**config.mk**
```make
export PLATFORM = sky130hd
export DESIGN_NAME = edge_event_unit
export DESIGN_NICKNAME = d
export VERILOG_FILES = /design/src/rtl/eeu_pkg.sv /design/src/rtl/eeu_sync.sv /design/src/rtl/eeu_ctrl.sv /design/src/rtl/eeu_datapath.sv /design/src/rtl/edge_event_unit.sv
export SDC_FILE = /design/constraint.sdc
export NUM_CORES = 1
export LEC_CHECK = 0
export BUFFER_PORTS_ARGS = -buffer_cell sky130_fd_sc_hd__clkbuf_2
export CORE_MARGIN = 10
export CORE_UTILIZATION = 54
export DETAILED_ROUTE_END_ITERATION = 16
export HOLD_SLACK_MARGIN = 0.05
export PLACE_DENSITY = 0.79
export SETUP_SLACK_MARGIN = 0.2
export SYNTH_ARGS = -nofsm -noshare
export SYNTH_HDL_FRONTEND = slang
export SYNTH_HIERARCHICAL = 1
export SYNTH_SLANG_ARGS = --single-unit
```
**constraint.sdc**
```tcl
create_clock -name clk -period 1.4 [get_ports clk]
set_input_delay 0.07 -clock clk [delete_from_list [all_inputs] [get_ports clk]]
set_output_delay 0.07 -clock clk [all_outputs]
set_load 0.02 [all_outputs]
```
**src/rtl/eeu_pkg.sv**
```systemverilog
package eeu_pkg;
  localparam int REG_W  = 32;
  localparam int ADDR_W = 2;

  localparam logic [ADDR_W-1:0] ADDR_RISE = 2'd0;
  localparam logic [ADDR_W-1:0] ADDR_FALL = 2'd1;
  localparam logic [ADDR_W-1:0] ADDR_PEND = 2'd2;

  // strobes from control to datapath
  typedef struct packed {
    logic             wrRise;
    logic             wrFall;
    logic             wrPend;
    logic             wrTrig;
    logic [REG_W-1:0] wdata;
  } strobe_t;
endpackage

```
**src/rtl/eeu_sync.sv**
```systemverilog
module eeu_sync #(
  parameter int WIDTH  = 32,
  parameter int STAGES = 2
) (
  input  logic             clk,
  input  logic             rstN,
  input  logic [WIDTH-1:0] asyncIn,
  output logic [WIDTH-1:0] syncOut
);
  logic [WIDTH-1:0] chainQ [STAGES];

  generate
    for (genvar s = 0; s < STAGES; s++) begin : g_stage
      if (s == 0) begin : g_first
        always_ff @(posedge clk or negedge rstN) begin
          if (!rstN) chainQ[s] <= '0;
          else       chainQ[s] <= asyncIn;
        end
      end else begin : g_next
        always_ff @(posedge clk or negedge rstN) begin
          if (!rstN) chainQ[s] <= '0;
          else       chainQ[s] <= chainQ[s-1];
        end
      end
    end
  endgenerate

  assign syncOut = chainQ[STAGES-1];
endmodule

```
**src/rtl/eeu_ctrl.sv**
```systemverilog
module eeu_ctrl
  import eeu_pkg::*;
(
  input  logic              clk,
  input  logic              rstN,
  input  logic              wrEn,
  input  logic [ADDR_W-1:0] wrAddr,
  input  logic [REG_W-1:0]  wrData,
  output strobe_t           stb
);
  always_comb begin
    stb.wrRise = wrEn && (wrAddr == ADDR_RISE);
    stb.wrFall = wrEn && (wrAddr == ADDR_FALL);
    stb.wrPend = wrEn && (wrAddr == ADDR_PEND);
    stb.wrTrig = stb.wrRise || stb.wrFall;
    stb.wdata  = wrData;
  end


  strobe_onehot_chk: assert property (@(posedge clk) disable iff (!rstN)
    $onehot0({stb.wrRise, stb.wrFall, stb.wrPend}));
endmodule

```
**src/rtl/eeu_datapath.sv**
```systemverilog
module eeu_datapath
  import eeu_pkg::*;
#(
  parameter logic [REG_W-1:0] IMPL_MASK = 32'h0061_FFFF
) (
  input  logic              clk,
  input  logic              rstN,
  input  strobe_t           stb,
  input  logic [REG_W-1:0]  syncIn,
  input  logic [ADDR_W-1:0] rdAddr,
  output logic [REG_W-1:0]  rdData,
  output logic [REG_W-1:0]  evtPulse,
  output logic              irqOut
);
  logic [REG_W-1:0] prevQ, riseEnQ, fallEnQ, pendQ, evtQ;
  logic [REG_W-1:0] riseEdge, fallEdge, qualEdge, clrMask;

  always_comb begin
    riseEdge = syncIn & ~prevQ;
    fallEdge = ~syncIn & prevQ;
    qualEdge = ((riseEdge & riseEnQ) | (fallEdge & fallEnQ))
               & {REG_W{~stb.wrTrig}};
    clrMask  = stb.wrPend ? stb.wdata : '0;
  end

  always_ff @(posedge clk or negedge rstN) begin
    if (!rstN) begin
      prevQ   <= '0;
      riseEnQ <= '0;
      fallEnQ <= '0;
      pendQ   <= '0;
      evtQ    <= '0;
    end else begin
      prevQ <= syncIn;
      if (stb.wrRise) riseEnQ <= stb.wdata & IMPL_MASK;
      if (stb.wrFall) fallEnQ <= stb.wdata & IMPL_MASK;
      pendQ <= (pendQ & ~clrMask) | qualEdge;
      evtQ  <= qualEdge;
    end
  end

  always_comb begin
    case (rdAddr)
      ADDR_RISE: rdData = riseEnQ;
      ADDR_FALL: rdData = fallEnQ;
      ADDR_PEND: rdData = pendQ;
      default:   rdData = '0;
    endcase
  end

  assign evtPulse = evtQ;
  assign irqOut   = |pendQ;


  evt_has_pend_chk: assert property (@(posedge clk) disable iff (!rstN)
    ((evtQ & ~pendQ) == '0));


  trig_write_drop_chk: assert property (@(posedge clk) disable iff (!rstN)
    stb.wrTrig |=> (evtQ == '0));


  clear_takes_chk: assert property (@(posedge clk) disable iff (!rstN)
    stb.wrPend |=> ((pendQ & $past(stb.wdata) & ~evtQ) == '0));


  pend_set_by_edge_chk: assert property (@(posedge clk) disable iff (!rstN)
    ((pendQ & ~$past(pendQ) & ~evtQ) == '0));
endmodule

```
**src/rtl/edge_event_unit.sv**
```systemverilog
module edge_event_unit
  import eeu_pkg::*;
#(
  parameter logic [REG_W-1:0] IMPL_MASK   = 32'h0061_FFFF,
  parameter int               SYNC_STAGES = 2
) (
  input  logic              clk,
  input  logic              rstN,
  input  logic [REG_W-1:0]  lineIn,
  input  logic              wrEn,
  input  logic [ADDR_W-1:0] wrAddr,
  input  logic [REG_W-1:0]  wrData,
  input  logic [ADDR_W-1:0] rdAddr,
  output logic [REG_W-1:0]  rdData,
  output logic [REG_W-1:0]  evtPulse,
  output logic              irqOut
);
  strobe_t          stb;
  logic [REG_W-1:0] syncLines;

  eeu_sync #(.WIDTH(REG_W), .STAGES(SYNC_STAGES)) u_sync (
    .clk(clk), .rstN(rstN), .asyncIn(lineIn), .syncOut(syncLines)
  );

  eeu_ctrl u_ctrl (
    .clk(clk), .rstN(rstN), .wrEn(wrEn), .wrAddr(wrAddr),
    .wrData(wrData), .stb(stb)
  );

  eeu_datapath #(.IMPL_MASK(IMPL_MASK)) u_dp (
    .clk(clk), .rstN(rstN), .stb(stb), .syncIn(syncLines),
    .rdAddr(rdAddr), .rdData(rdData), .evtPulse(evtPulse), .irqOut(irqOut)
  );


  irq_matches_read_chk: assert property (@(posedge clk) disable iff (!rstN)
    (rdAddr == ADDR_PEND) |-> (irqOut == (rdData != '0)));
endmodule

```
**Yosys cells after proc, flatten, opt, wreduce, memory -nomap -nowiden**

Cells that the tools add are included.

- Bits in latches: 0
- Output and inout port bits: 65
- Register bits after elaboration: 198
- Memories kept: 0
- Bits of input ports: 71
- ROM bits: 0
- Word-level logic and storage cells: 32
- Bits in writable memories: 0

- Mux-type cells: 2
- Shift-type cells: 0
- Order comparisons: 0
- Equal/unequal tests: 4
- Add/sub/neg operators: 0
- Multipliers: 0
- Bitwise logic cells: 12
- Divide/modulo/power cells: 0
- Reduce and logical (&&, ||, !) cells: 7

Operators by type and width:

| kind | number |
|---|---|
| AND 32 bit | 4 |
| inverter 32 bit | 3 |
| one-hot mux 32 bit (3 select lines) | 1 |
| AND 32 x 23 -> 32 bit | 2 |
| OR 32 bit | 2 |
| two-way mux 32 bit | 1 |
| OR reduction 32 bit | 1 |
| == test 2 x 1 -> 1 bit (second input constant) | 2 |
| == test 2 bit (second input constant) | 2 |
| logical NOT 2 bit | 2 |
| logical AND 1 bit | 3 |
| logical OR 1 bit | 1 |
| inverter 1 bit | 1 |

**Longest topological paths before layout**

Gate-level depths: netlist (run 1).

- Depth in word-level cells: 6
- Gate-level depth with buffers: 5
- Mapped depth without buffers: 3

**Hierarchy**

The synthesis (run 1) kept the hierarchy.

By module, submodules not included:

| module | area an instance (µm²) | cells each | seq. area each (µm²) | instances |
|---|---|---|---|---|
| eeu_datapath | 4,601.9 | 366 | 2,702.6 | 1 |
| eeu_sync | 1,841.8 | 96 | 1,601.5 | 1 |
| eeu_ctrl | 277.8 | 36 | 0.0 | 1 |

**Worst setup path after synthesis (run 1)**

OpenSTA, ideal clock, no wires.

- Path type: register -> output
- Start: register u_dp.pendQ[21]
- End: output port irqOut
- Setup slack: 0.296 ns
- Required time: 1.330 ns
- Path buffers: 0
- Cell stages (with the launch flop): 4
- Arrival time: 1.034 ns
- Cell sequence: dfrtp_1 nor4_1 nand4_1 or2_1

- Cells in the longest elaborated chain, start to end: 1

RTL lines:

| element | line | source |
|---|---|---|
| start, declared | eeu_datapath.sv:15 | `logic [REG_W-1:0] prevQ, riseEnQ, fallEnQ, pendQ, evtQ;` |
| start signal, assigned | eeu_datapath.sv:37 | `pendQ <= (pendQ & ~clrMask) \| qualEdge;` |
| OR reduction 32 bit | eeu_datapath.sv:52 | `assign irqOut = \|pendQ;` |
| end, declared | edge_event_unit.sv:16 | `output logic irqOut` |

Every way passes these cells.

**Worst setup path in the final report (run 1)**

- Start: register u_dp.pendQ[5]
- End: output port irqOut

Same word-level chain as after synthesis.

==> results.md, run 1 <==
- Status: complete, but fails checks
- Violated checks: negative setup slack
- P_leak: ~0.0037 uW
- Initial DRC count: approximately 190
- Worst clock skew: 0.005115 ns
- FF-to-FF End: u_dp/pendQ[7]$_DFF_PN0_
- Via count: approximately 4000
- CTS tree: built
- Worst Hold Class: in2async
- CP arrival: 1.86 ns
- Antenna Violating Nets Remaining: 0
- R2r setup slk: around 0.27 ns
- Gp weighted congestion: 0.8192
- Share of cells above drive strength 1: approximately 40%
- Min Tclk post-route: approximately 1.9 ns
- CP Cell Sequence: nor4_2 > nand4_1 > or2_1 > clkbuf_8
- Slew margin rel.: 64.74%
- FF-to-FF path depth: 5
- Final setup violation count: 5
- Core Rows: 38
- Average vias per placed instance: 5.201
- Slowest cell on the critical path: dfrtp_1
- DRT Pass-1 Iters: 5
- Final Cycle Share: 137.8%
- First-pass GRT wire length: between 20 and 25 mm
- # nets final: 689
- DP Wirelength: 9.190 mm
- Number of global-route vias before repair: around 4600
- CTS clock-pin slew for the worst setup and hold paths: 0.06 ns
- Die Area: approximately 16000 sq um
- Hold Fails Final Rpt: 0
- Unrepaired setup endpoints after global routing: true
- Antenna fix cells: 0
- Overflow after GRT: 0
- Input/output buffers: about 110
- Chip Height: 125.2 um
- Final WS setup: -0.5288 ns
- CTS sink count: about 150
- Die Wd: roughly 130 um
- Global router's overall resource usage: approximately 19%
- Critical Path Source Type: flop
- Max Freq: between 500 and 600 MHz
- Max Slew Vio Count: 0
- Post-route design area: 8063 sq um
- Clock buffer depth: 2
- Synthesized area: approximately 6000 sq um
- Critical path's largest stage delay: 0.38 ns
- Worst path required time: ~1.3 ns
- H-Tree Depth: 4
- CP delay by family, top: simple AND/OR/NAND/NOR gates
- Area Overhead vs Synth: 34.98%
- Pin count of the biggest net entering global routing: 56
- Reg power frac: a little over two fifths
- WP buf/inv: 1
- Clock power frac: between 40% and 50%
- Inserted Clock Buffers: 17
- Sw frac: around a quarter
- Core ar.: approximately 11000 sq um
- Overall Power: ~12000 uW
- CP endpoint kind: output pin
- Reg-to-Reg Start: u_dp/fallEnQ[7]$_DFFE_PN0P_
- Routed len/inst: approximately 19 um
- DR DRC count: 0
- Internal: 8898 uW
- Crit Path Class: reg2out
- Psw: 2898 uW
- Power density over the cells: around 1500 nW/um^2
- Syn_area_per_cell: around 13 sq um
- Comb pwr share: ~17%
- Area post-placement: between 6000 and 7000 sq um
- Max-cap violations: 0
- I/O pins: around 140
- Initial Util: ~55%
- CP Max Fanout: 2
- Worst skew pair latency: ~0.52 ns
- Initial antenna violation count: 0
- Root Buffer: clkbuf_8
- Synth warnings: 6
- Mapped Cells: approximately 460
- Final core utilization: 74.38%
- Worst VDD drop: ~0.0015 V
- Final WL: ~15 mm
- Least-Margin Pin Slew: between 0.5 and 0.6 ns
-- placed cells by master, fill, tap and decap left out, drive strengths merged --
cell type and count:
nand3b 38, nand2 38, o21ai 19, and3b 2, dlygate4sd3 52, mux2 38
a21o 19, buf 72, clkinvlp 3, clkinv 1, nor2b 1, nor4 8
a21boi 13, nor3b 1, clkbuf 108, or2 1, conb 13, a21oi 19
and2 13, dfrtp 146, and2b 1, nand4 2, mux2i 19, bufinv 4
-- area by class of cell --
| class | count | area, sq um |
|---|---|---|
| repair buffers | 208 | 1755 |
| clock inverters | 8 | 147.6 |
| multi-input cells | 245 | 1841 |
| fillers | 651 | 2778 |
| well taps | 140 | 175.2 |
| flip-flops and latches | 146 | 3654 |
| clock buffers | 24 | 490.5 |
-- through the flow --
step / hold WS (ns) / worst slack (ns) / instances / setup TNS, ns
2_1_floorplan: -0.2256 / 0.2962 / 471 / 0
6_report: 0.08639 / -0.5288 / 771 / -0.5490
3_3_place_gp: 0.06284 / -0.01826 / 659 / -0.01826
5_1_grt: 0.1234 / -0.5986 / 771 / -1.604
3_5_place_dp: 0.06785 / -0.03809 / 659 / -0.03809
4_1_cts: 0.09591 / -0.5151 / 763 / -0.8884
-- how the worst max path moves through the flow --
stage	from	to	slack [ns]	cells after the start
2_1_floorplan	u_dp/pendQ[21]$_DFF_PN0_	irqOut	0.30	3
3_3_place_gp	u_dp/pendQ[21]$_DFF_PN0_	irqOut	-0.02	4
3_5_place_dp	u_dp/pendQ[31]$_DFF_PN0_	irqOut	-0.04	4
4_1_cts	u_dp/pendQ[5]$_DFF_PN0_	irqOut	-0.52	4
5_1_grt	u_dp/pendQ[5]$_DFF_PN0_	irqOut	-0.60	4
6_report	u_dp/pendQ[5]$_DFF_PN0_	irqOut	-0.53	4
-- repair_timing --
action	in CTS	in global routing
pin swaps	9	6
hold endpoints to repair	235	0
gates resized for setup	70	45
cloned	0	0
hold buffers	52	0
buffers inserted	20	8
setup endpoints to repair	33	34
-- per-layer routing --
| layer | wire length (um) | vias to the layer above | track usage [%] |
|---|---|---|---|
| met5 | 0 | - | 0 |
| met4 | 178 | 0 | 9.079 |
| met3 | 961 | 17 | 5.915 |
| met2 | 8073 | 126 | 32.98 |
| met1 | 5530 | 2036 | 19.27 |
| li1 | - | 1831 | - |
-- state kept, by name, indices dropped and copies added (netlist names) --
signal and cells:
u_dp/evtPulse 19, u_dp/riseEnQ 19, u_dp/fallEnQ 19, u_sync/syncOut 19
u_dp/prevQ 19, u_dp/pendQ 32, u_sync/chainQ 19
-- power by group through the flow --
| stage | registers, uW | logic, uW | clock network [uW] |
|---|---|---|---|
| 2_1_floorplan | 5070 | 948 | 0 |
| 6_report | 5020 | 2020 | 4750 |
| 5_1_grt | 5070 | 2170 | 5040 |
| 4_1_cts | 5000 | 1900 | 4840 |
| 3_3_place_gp | 5050 | 1440 | 0 |
| 3_5_place_dp | 5090 | 1470 | 0 |
(Power assumes the default switching activity.)
==> run 2: changes to the inputs <==
--- a/config.mk
+++ b/config.mk
@@ -10,7 +10,7 @@
 export CORE_UTILIZATION = 54
 export DETAILED_ROUTE_END_ITERATION = 16
 export HOLD_SLACK_MARGIN = 0.05
-export PLACE_DENSITY = 0.79
+export PLACE_DENSITY = 0.83
 export SETUP_SLACK_MARGIN = 0.2
 export SYNTH_ARGS = -nofsm -noshare
 export SYNTH_HDL_FRONTEND = slang
==> run 2 against run 1 <==
  * The run still ends with negative setup slack left
  * Sequential power barely moved
  * Global-route usage grew 1.3 points
  * Final cell count increased by 0.78%
  * Critical path type unchanged
  * Via count up 3.2%
  * Register-to-register slack lost 0.02 ns
==> results.md, run 2 (synthesis gave the netlist of run 1 again) <==
- First-pass GRT wire length: 24.45 mm (+5.7%)
- Slowest cell on the critical path: dfrtp_1
- Overall Power: 11760 uW (-0.28%)
- Max reg flops: 32 (unchanged)
- Chip Height: 125.2 um (unchanged)
- Average vias per placed instance: 5.327 (+2.4%)
- Psw: 2990 uW (+3.2%)
- CTS clock-pin slew for the worst setup and hold paths: 0.06 ns (about the same)
- Routed len/inst: 20.75 um (+8.5%)
- Internal: 8773 uW (-1.4%)
- Post-route design area: 8059 sq um (about the same)
- Hold slack: 0.1300 ns (+0.04358 ns)
- CTS sink count: 146 (unchanged)
- Hold Fails Final Rpt: 0 (unchanged)
- P_leak: 0.003769 uW (+0.88%)
- Sw frac: 25.42% (+0.86 points)
- Die Wd: 125.2 um (unchanged)
- Initial DRC count: 376 (+99%)
- Core Rows: 38 (unchanged)
- Clock buffer depth: 2 (unchanged)
- Final WS setup: -0.5683 ns (-0.03951 ns)
- Violated checks: negative setup slack
- Initial antenna violation count: 0 (unchanged)
- Status: complete, but fails checks
- Inserted Clock Buffers: 17 (unchanged)
- Min Tclk post-route: 1.968 ns (+0.03951 ns)
- Core ar.: 10840 sq um (unchanged)
- Gp weighted congestion: 0.8075 (-1.4%)
- Input/output buffers: 109 (unchanged)
- # nets final: 695 (+0.87%)
- Max-cap violations: 0 (unchanged)
- Power density over the cells: 1460 nW/um^2 (-0.23%)
- Number of global-route vias before repair: 4495 (-2.1%)
- DP Wirelength: 9.456 mm (+2.9%)
- Initial Util: 55.10% (unchanged)
- Max Slew Vio Count: 0 (unchanged)
- Worst Hold Class: in2reg
- H-Tree Depth: 4 (unchanged)
- Via count: 4139 (+3.2%)
- Worst path required time: 1.33 ns (about the same)
- Most frequent cells in the layout: 146 x dfrtp_1, 74 x clkbuf_2, 56 x buf_4, 53 x dlygate4sd3_1
- Filler Cells Inserted: 657 (+0.92%)
- Global router's overall resource usage: 19.80% (+1.3 points)
- Crit Path Class: reg2out
- Antenna fix cells: 0 (unchanged)
- Area Overhead vs Synth: 34.92% (about the same)
- Final Cycle Share: 140.6% (+2.8 points)
- Commonest non-fill, non-tap cell in the layout: dfrtp_1
- DR DRC count: 0 (unchanged)
- Reg power frac: 42.8% (+0.2 points)
- Comb pwr share: 17.2% (about the same)
- Most flops, register: u_dp/pendQ
- Critical Path Source Type: flop
- Worst skew pair latency: 0.52 ns (about the same)
- Antenna Violating Nets Remaining: 0 (unchanged)
- CTS tree: built
- Final core utilization: 74.34% (about the same)
- CP arrival: 1.90 ns (+0.04 ns)
- Unrepaired setup endpoints after global routing: true
- Root Buffer: clkbuf_8
- I/O pins: 136 (unchanged)
- Area post-placement: 6300 sq um (-0.91%)
- Final setup violation count: 12 (+7)
- Die Area: 15670 sq um (unchanged)
- CP Cell Sequence: nor4_4 > nand4_1 > or2_1 > clkbuf_8
- Share of cells above drive strength 1: 40.66% (-0.23 points)
- CP Max Fanout: 2 (unchanged)
- Max Freq: 508.1 MHz (-2.0%)
- Critical path's largest stage delay: 0.42 ns (+0.04 ns)
- Worst VDD drop: 0.001036 V (-29%)
- DRT Pass-1 Iters: 5 (unchanged)
- Final WL: 16.12 mm (+9.3%)
- Overflow after GRT: 0 (unchanged)
- CP endpoint kind: output pin
- Pin count of the biggest net entering global routing: 50 (-11%)
- Clock power frac: 40.0% (-0.3 points)
- Worst clock skew: 0.006914 ns (+0.001799 ns)
[run 2: timing repair]
action	in CTS	in global routing
hold buffers	53	0
pin swaps	8	7
resized for setup	73	42
setup buffers	24	10
endpoints found under the hold margin	235	0
endpoints found under the setup margin	33	83
cloned	0	0
[run 2: final cells by class]
class                           instances  area, sq um  share of cell area, %
Multi-Input combinational cell        245         1852                  22.98
Clock inverter                         10        155.1                  1.925
Tap cell                              140        175.2                  2.174
Timing Repair Buffer                  214         1760                  21.84
Clock buffer                           22        462.9                  5.744
Sequential cell                       146         3654                  45.33
[run 2: routing by layer]
metal	global-route usage, %	vias to the layer above	part of all wire (%)
met5	0	-	0
met1	21.35	2108	38
li1	-	1823	-
met2	35.88	187	54
met3	6.253	21	5.9
met4	6.640	0	2.2
[run 2: power by group through the flow]
stage	clock, uW	combinational, uW	sequential, uW
2_1_floorplan	0	948	5070
3_3_place_gp	0	1390	5050
3_5_place_dp	0	1430	5100
4_1_cts	4740	1880	5010
5_1_grt	4950	2170	5070
6_report	4700	2030	5030
[run 2: path summary, 6_finish.rpt]
check | from | to | slack (ns) | cells past startpoint
max | u_dp/pendQ[25]$_DFF_PN0_ | irqOut | -0.57 | 4
min | wrEn | u_dp/evtPulse[21]$_DFF_PN0_ | 0.13 | 4
max reg2reg | u_dp/fallEnQ[7]$_DFFE_PN0P_ | u_dp/pendQ[7]$_DFF_PN0_ | 0.25 | 5
min reg2reg | u_sync/chainQ[33]$_DFF_PN0_ | u_sync/syncOut[1]$_DFF_PN0_ | 0.35 | 0
max in group asynchronous | rstN | u_dp/prevQ[10]$_DFF_PN0_ | 0.32 | 4
min in group asynchronous | rstN | u_sync/syncOut[7]$_DFF_PN0_ | 0.55 | 3
[run 2: stage by stage]
step                      std cells  TNS (ns)  worst slack, ns
after CTS                       767    -1.114          -0.5174
after global routing            777    -2.127          -0.6216
after global placement          658  -0.03314         -0.03314
after floorplan                 471         0           0.2962
after detailed placement        658  -0.05510         -0.05510
final                           777   -0.8800          -0.5683
[run 2: critical path, delay by kind of cell (launching register included)]
family / cells / cell delay [ns]
buf+inv: 1 / 0.15
flops: 1 / 0.42
simple gates: 3 / 0.80
==> run 3: changes to the inputs <==
--- a/config.mk
+++ b/config.mk
@@ -6,6 +6,7 @@
 export NUM_CORES = 1
 export LEC_CHECK = 0
 export BUFFER_PORTS_ARGS = -buffer_cell sky130_fd_sc_hd__clkbuf_2
+export CORE_ASPECT_RATIO = 1.1
 export CORE_MARGIN = 10
 export CORE_UTILIZATION = 54
 export DETAILED_ROUTE_END_ITERATION = 16
@@ -16,3 +17,4 @@
 export SYNTH_HDL_FRONTEND = slang
 export SYNTH_HIERARCHICAL = 1
 export SYNTH_SLANG_ARGS = --single-unit
+export TNS_END_PERCENT = 20
==> run 3 against run 2 <==
  * The flow still finishes with violations (negative setup slack)
  * Hold slack worse by 0.050 ns
  * Worst setup slack gained 0.17 ns
  * Sequential power is 0.8% higher
  * Clock skew hardly changed
  * Clock power fell by 9.4%
  * Final area decreased by 2.9%
  * Sequential cell count is the same
  * Final cell count is 2.8% lower
  * Power shrank 5.0%
  * Count of clock-buffer cells in the layout down 1
  * Maximum frequency grew 9.5%
  * Combinational power down 9%
  * Critical path type unchanged
  * Largest cell class unchanged
==> results.md, run 3 (synthesis gave the netlist of run 1 again) <==
- Most frequent cells in the layout: 145 x dfrtp_1, 76 x clkbuf_2, 52 x dlygate4sd3_1, 38 x nand3b_1, 38 x mux2_2
- I/O pins: 136 (unchanged)
- DP Wirelength: 9.099 mm (-3.8%)
- Crit path to: irqOut
- Reg-to-Reg Start: u_sync/syncOut[7]$_DFF_PN0_
- Worst skew pair latency: 0.41 ns (-0.11 ns)
- Max layer used: met4
- Setup crit start: u_dp/pendQ[31]$_DFF_PN0_
- Inserted Clock Buffers: 17 (unchanged)
- Internal: 8295 uW (-5.5%)
- DRT Pass-1 Iters: 5 (unchanged)
- Status: complete, but fails checks
- First-pass GRT wire length: 21.86 mm (-11%)
- CP endpoint kind: output pin
- Average vias per placed instance: 5.237 (-1.7%)
- Met3 Wirelength: 759 um (-20%)
- Input/output buffers: 109 (unchanged)
- FF-to-FF path depth: 3 (-2)
- Max reg flops: 32 (unchanged)
- Overall Power: 11170 uW (-5.0%)
- Worst path required time: 1.33 ns (about the same)
- Reg power frac: 45.4% (+2.6 points)
- Chip Height: 130.3 um (+4.1%)
- Crit Path Class: reg2out
- Worst VDD drop: 0.0008818 V (-15%)
- Hold Fails Final Rpt: 0 (unchanged)
- Share of cells above drive strength 1: 38.82% (-1.8 points)
- Core Rows: 40 (+5.3%)
- Antenna fix cells: 0 (unchanged)
- Gp weighted congestion: 0.7715 (-4.5%)
- Routed len/inst: 19.04 um (-8.2%)
- H-Tree Depth: 4 (unchanged)
- CP arrival: 1.73 ns (-0.17 ns)
- Final setup violation count: 1 (-11)
- Root Buffer: clkbuf_16
- # nets final: 667 (-4.0%)
- Number of global-route vias before repair: 4268 (-5.1%)
- Comb pwr share: 16.5% (-0.7 points)
- Critical Path Source Type: flop
- Clock buffer depth: 2 (unchanged)
- Via count: 3954 (-4.5%)
- Violated checks: negative setup slack
- Die Wd: 120.3 um (-3.9%)
- WL met1: 5.628 mm (-8.4%)
- Worst Hold Class: in2async
- Sw frac: 25.74% (+0.32 points)
- Clock power frac: 38.2% (-1.8 points)
- Global router's overall resource usage: 17.89% (-1.9 points)
- DR DRC count: 0 (unchanged)
- Max-cap violations: 0 (unchanged)
- Core ar.: 10860 sq um (+0.18%)
- CTS sink count: 146 (unchanged)
- Max Freq: 556.2 MHz (+9.5%)
- Area Overhead vs Synth: 30.96%
- Worst clock skew: 0.007194 ns (+0.0002799 ns)
- Power density over the cells: 1428 nW/um^2 (-2.2%)
- CTS clock-pin slew for the worst setup and hold paths: 0.06 ns (about the same)
- Max Slew Vio Count: 0 (unchanged)
- P_leak: 0.003589 uW (-4.8%)
- CP Max Fanout: 2 (unchanged)
- FF-to-FF End: u_dp/pendQ[7]$_DFF_PN0_
- Die Area: 15670 sq um (about the same)
- Psw: 2875 uW (-3.9%)
- Initial DRC count: 198 (-47%)
- Initial Util: 55.00% (-0.10 points)
- Min Tclk post-route: 1.798 ns (-0.1704 ns)
- Most flops, register: u_dp/pendQ
- Setup TNS: -0.3979 ns (+0.4821 ns)
- Final WL: 14.38 mm (-11%)
- CTS tree: built
- Overflow after GRT: 0 (unchanged)
- Antenna Violating Nets Remaining: 0 (unchanged)
- Commonest non-fill, non-tap cell in the layout: dfrtp_1
- Pin count of the biggest net entering global routing: 55 (+10%)
- R2r setup slk: 0.38 ns (+0.13 ns)
- Initial antenna violation count: 0 (unchanged)
- Met2 WL: 7.773 mm (-10%)
- Unrepaired setup endpoints after global routing: true
- Final Cycle Share: 128.4% (-12 points)
- Final WS setup: -0.3979 ns (+0.1704 ns)
==> run 3: cell count changes in the layout (fill, tap and decap cells not counted), sizes merged <==
cell / previous run / this run
buf: 74 / 47
bufinv: 4 / 2
clkbuf: 109 / 108
clkinv: 4 / 5
clkinvlp: 2 / 3
dlygate4sd3: 53 / 52
==> run 3: what timing repair did <==
action | 4_1_cts | 5_1_grt
endpoints found under the setup margin | 21 | 30
pin swaps | 17 | 27
endpoints found under the hold margin | 235 | 0
resized for setup | 54 | 63
hold buffers | 52 | 0
buffers inserted | 5 | 5
==> run 3: cell type report <==
cell class                      count  area [sq um]
Sequential cell                   146          3655
Fill cell                         724          3038
Multi-Input combinational cell    245          1874
Timing Repair Buffer              186          1548
Clock buffer                       21         450.4
Tap cell                          147         183.9
Clock inverter                     10         111.4
==> run 3: worst min path at each step <==
stage / cells after the start / to / slack (ns) / from
3_3_place_gp: 1 / u_sync/chainQ[33]$_DFF_PN0_ / -0.06 / rstN
6_report: 2 / u_dp/riseEnQ[4]$_DFFE_PN0P_ / 0.08 / rstN
5_1_grt: 2 / u_dp/riseEnQ[4]$_DFFE_PN0P_ / 0.08 / rstN
2_1_floorplan: 0 / u_dp/evtPulse[0]$_DFF_PN0_ / -0.23 / rstN
4_1_cts: 2 / u_dp/riseEnQ[4]$_DFFE_PN0P_ / 0.07 / rstN
3_5_place_dp: 1 / u_sync/chainQ[33]$_DFF_PN0_ / -0.06 / rstN
==> run 3: metrics by stage <==
stage	hold WS [ns]	worst slack (ns)	std cells	cell area (sq um)	util (%)
floorplan	-0.2256	0.2962	471	6018	-
global placement	-0.06308	-0.01070	662	6324	58.23
detailed placement	-0.06078	-0.1144	662	6324	58.23
CTS	0.06945	-0.4076	750	7637	70.32
global route	0.08341	-0.4825	755	7823	72.03
finish	0.07975	-0.3979	755	7823	72.03
==> run 3: layer usage <==
metal / global-route usage (%) / vias up
met5: 0 / -
met4: 6.392 / 0
met3: 5.661 / 22
met2: 31.93 / 128
met1: 19.70 / 2019
li1: - / 1785
==> run 3: power groups by stage <==
stage	logic, uW	registers, uW	clock network [uW]
finish	1840	5070	4260
global route	1990	5130	4520
CTS	1760	5040	4330
detailed placement	1440	5100	0
global placement	1410	5040	0
floorplan	948	5070	0
==> run 3: critical path: stages (launching register included) <==
cell and delay (ns):
dfrtp_1 0.41, nor4_4 0.31, nand4_1 0.18, or2_1 0.26
clkbuf_8 0.16
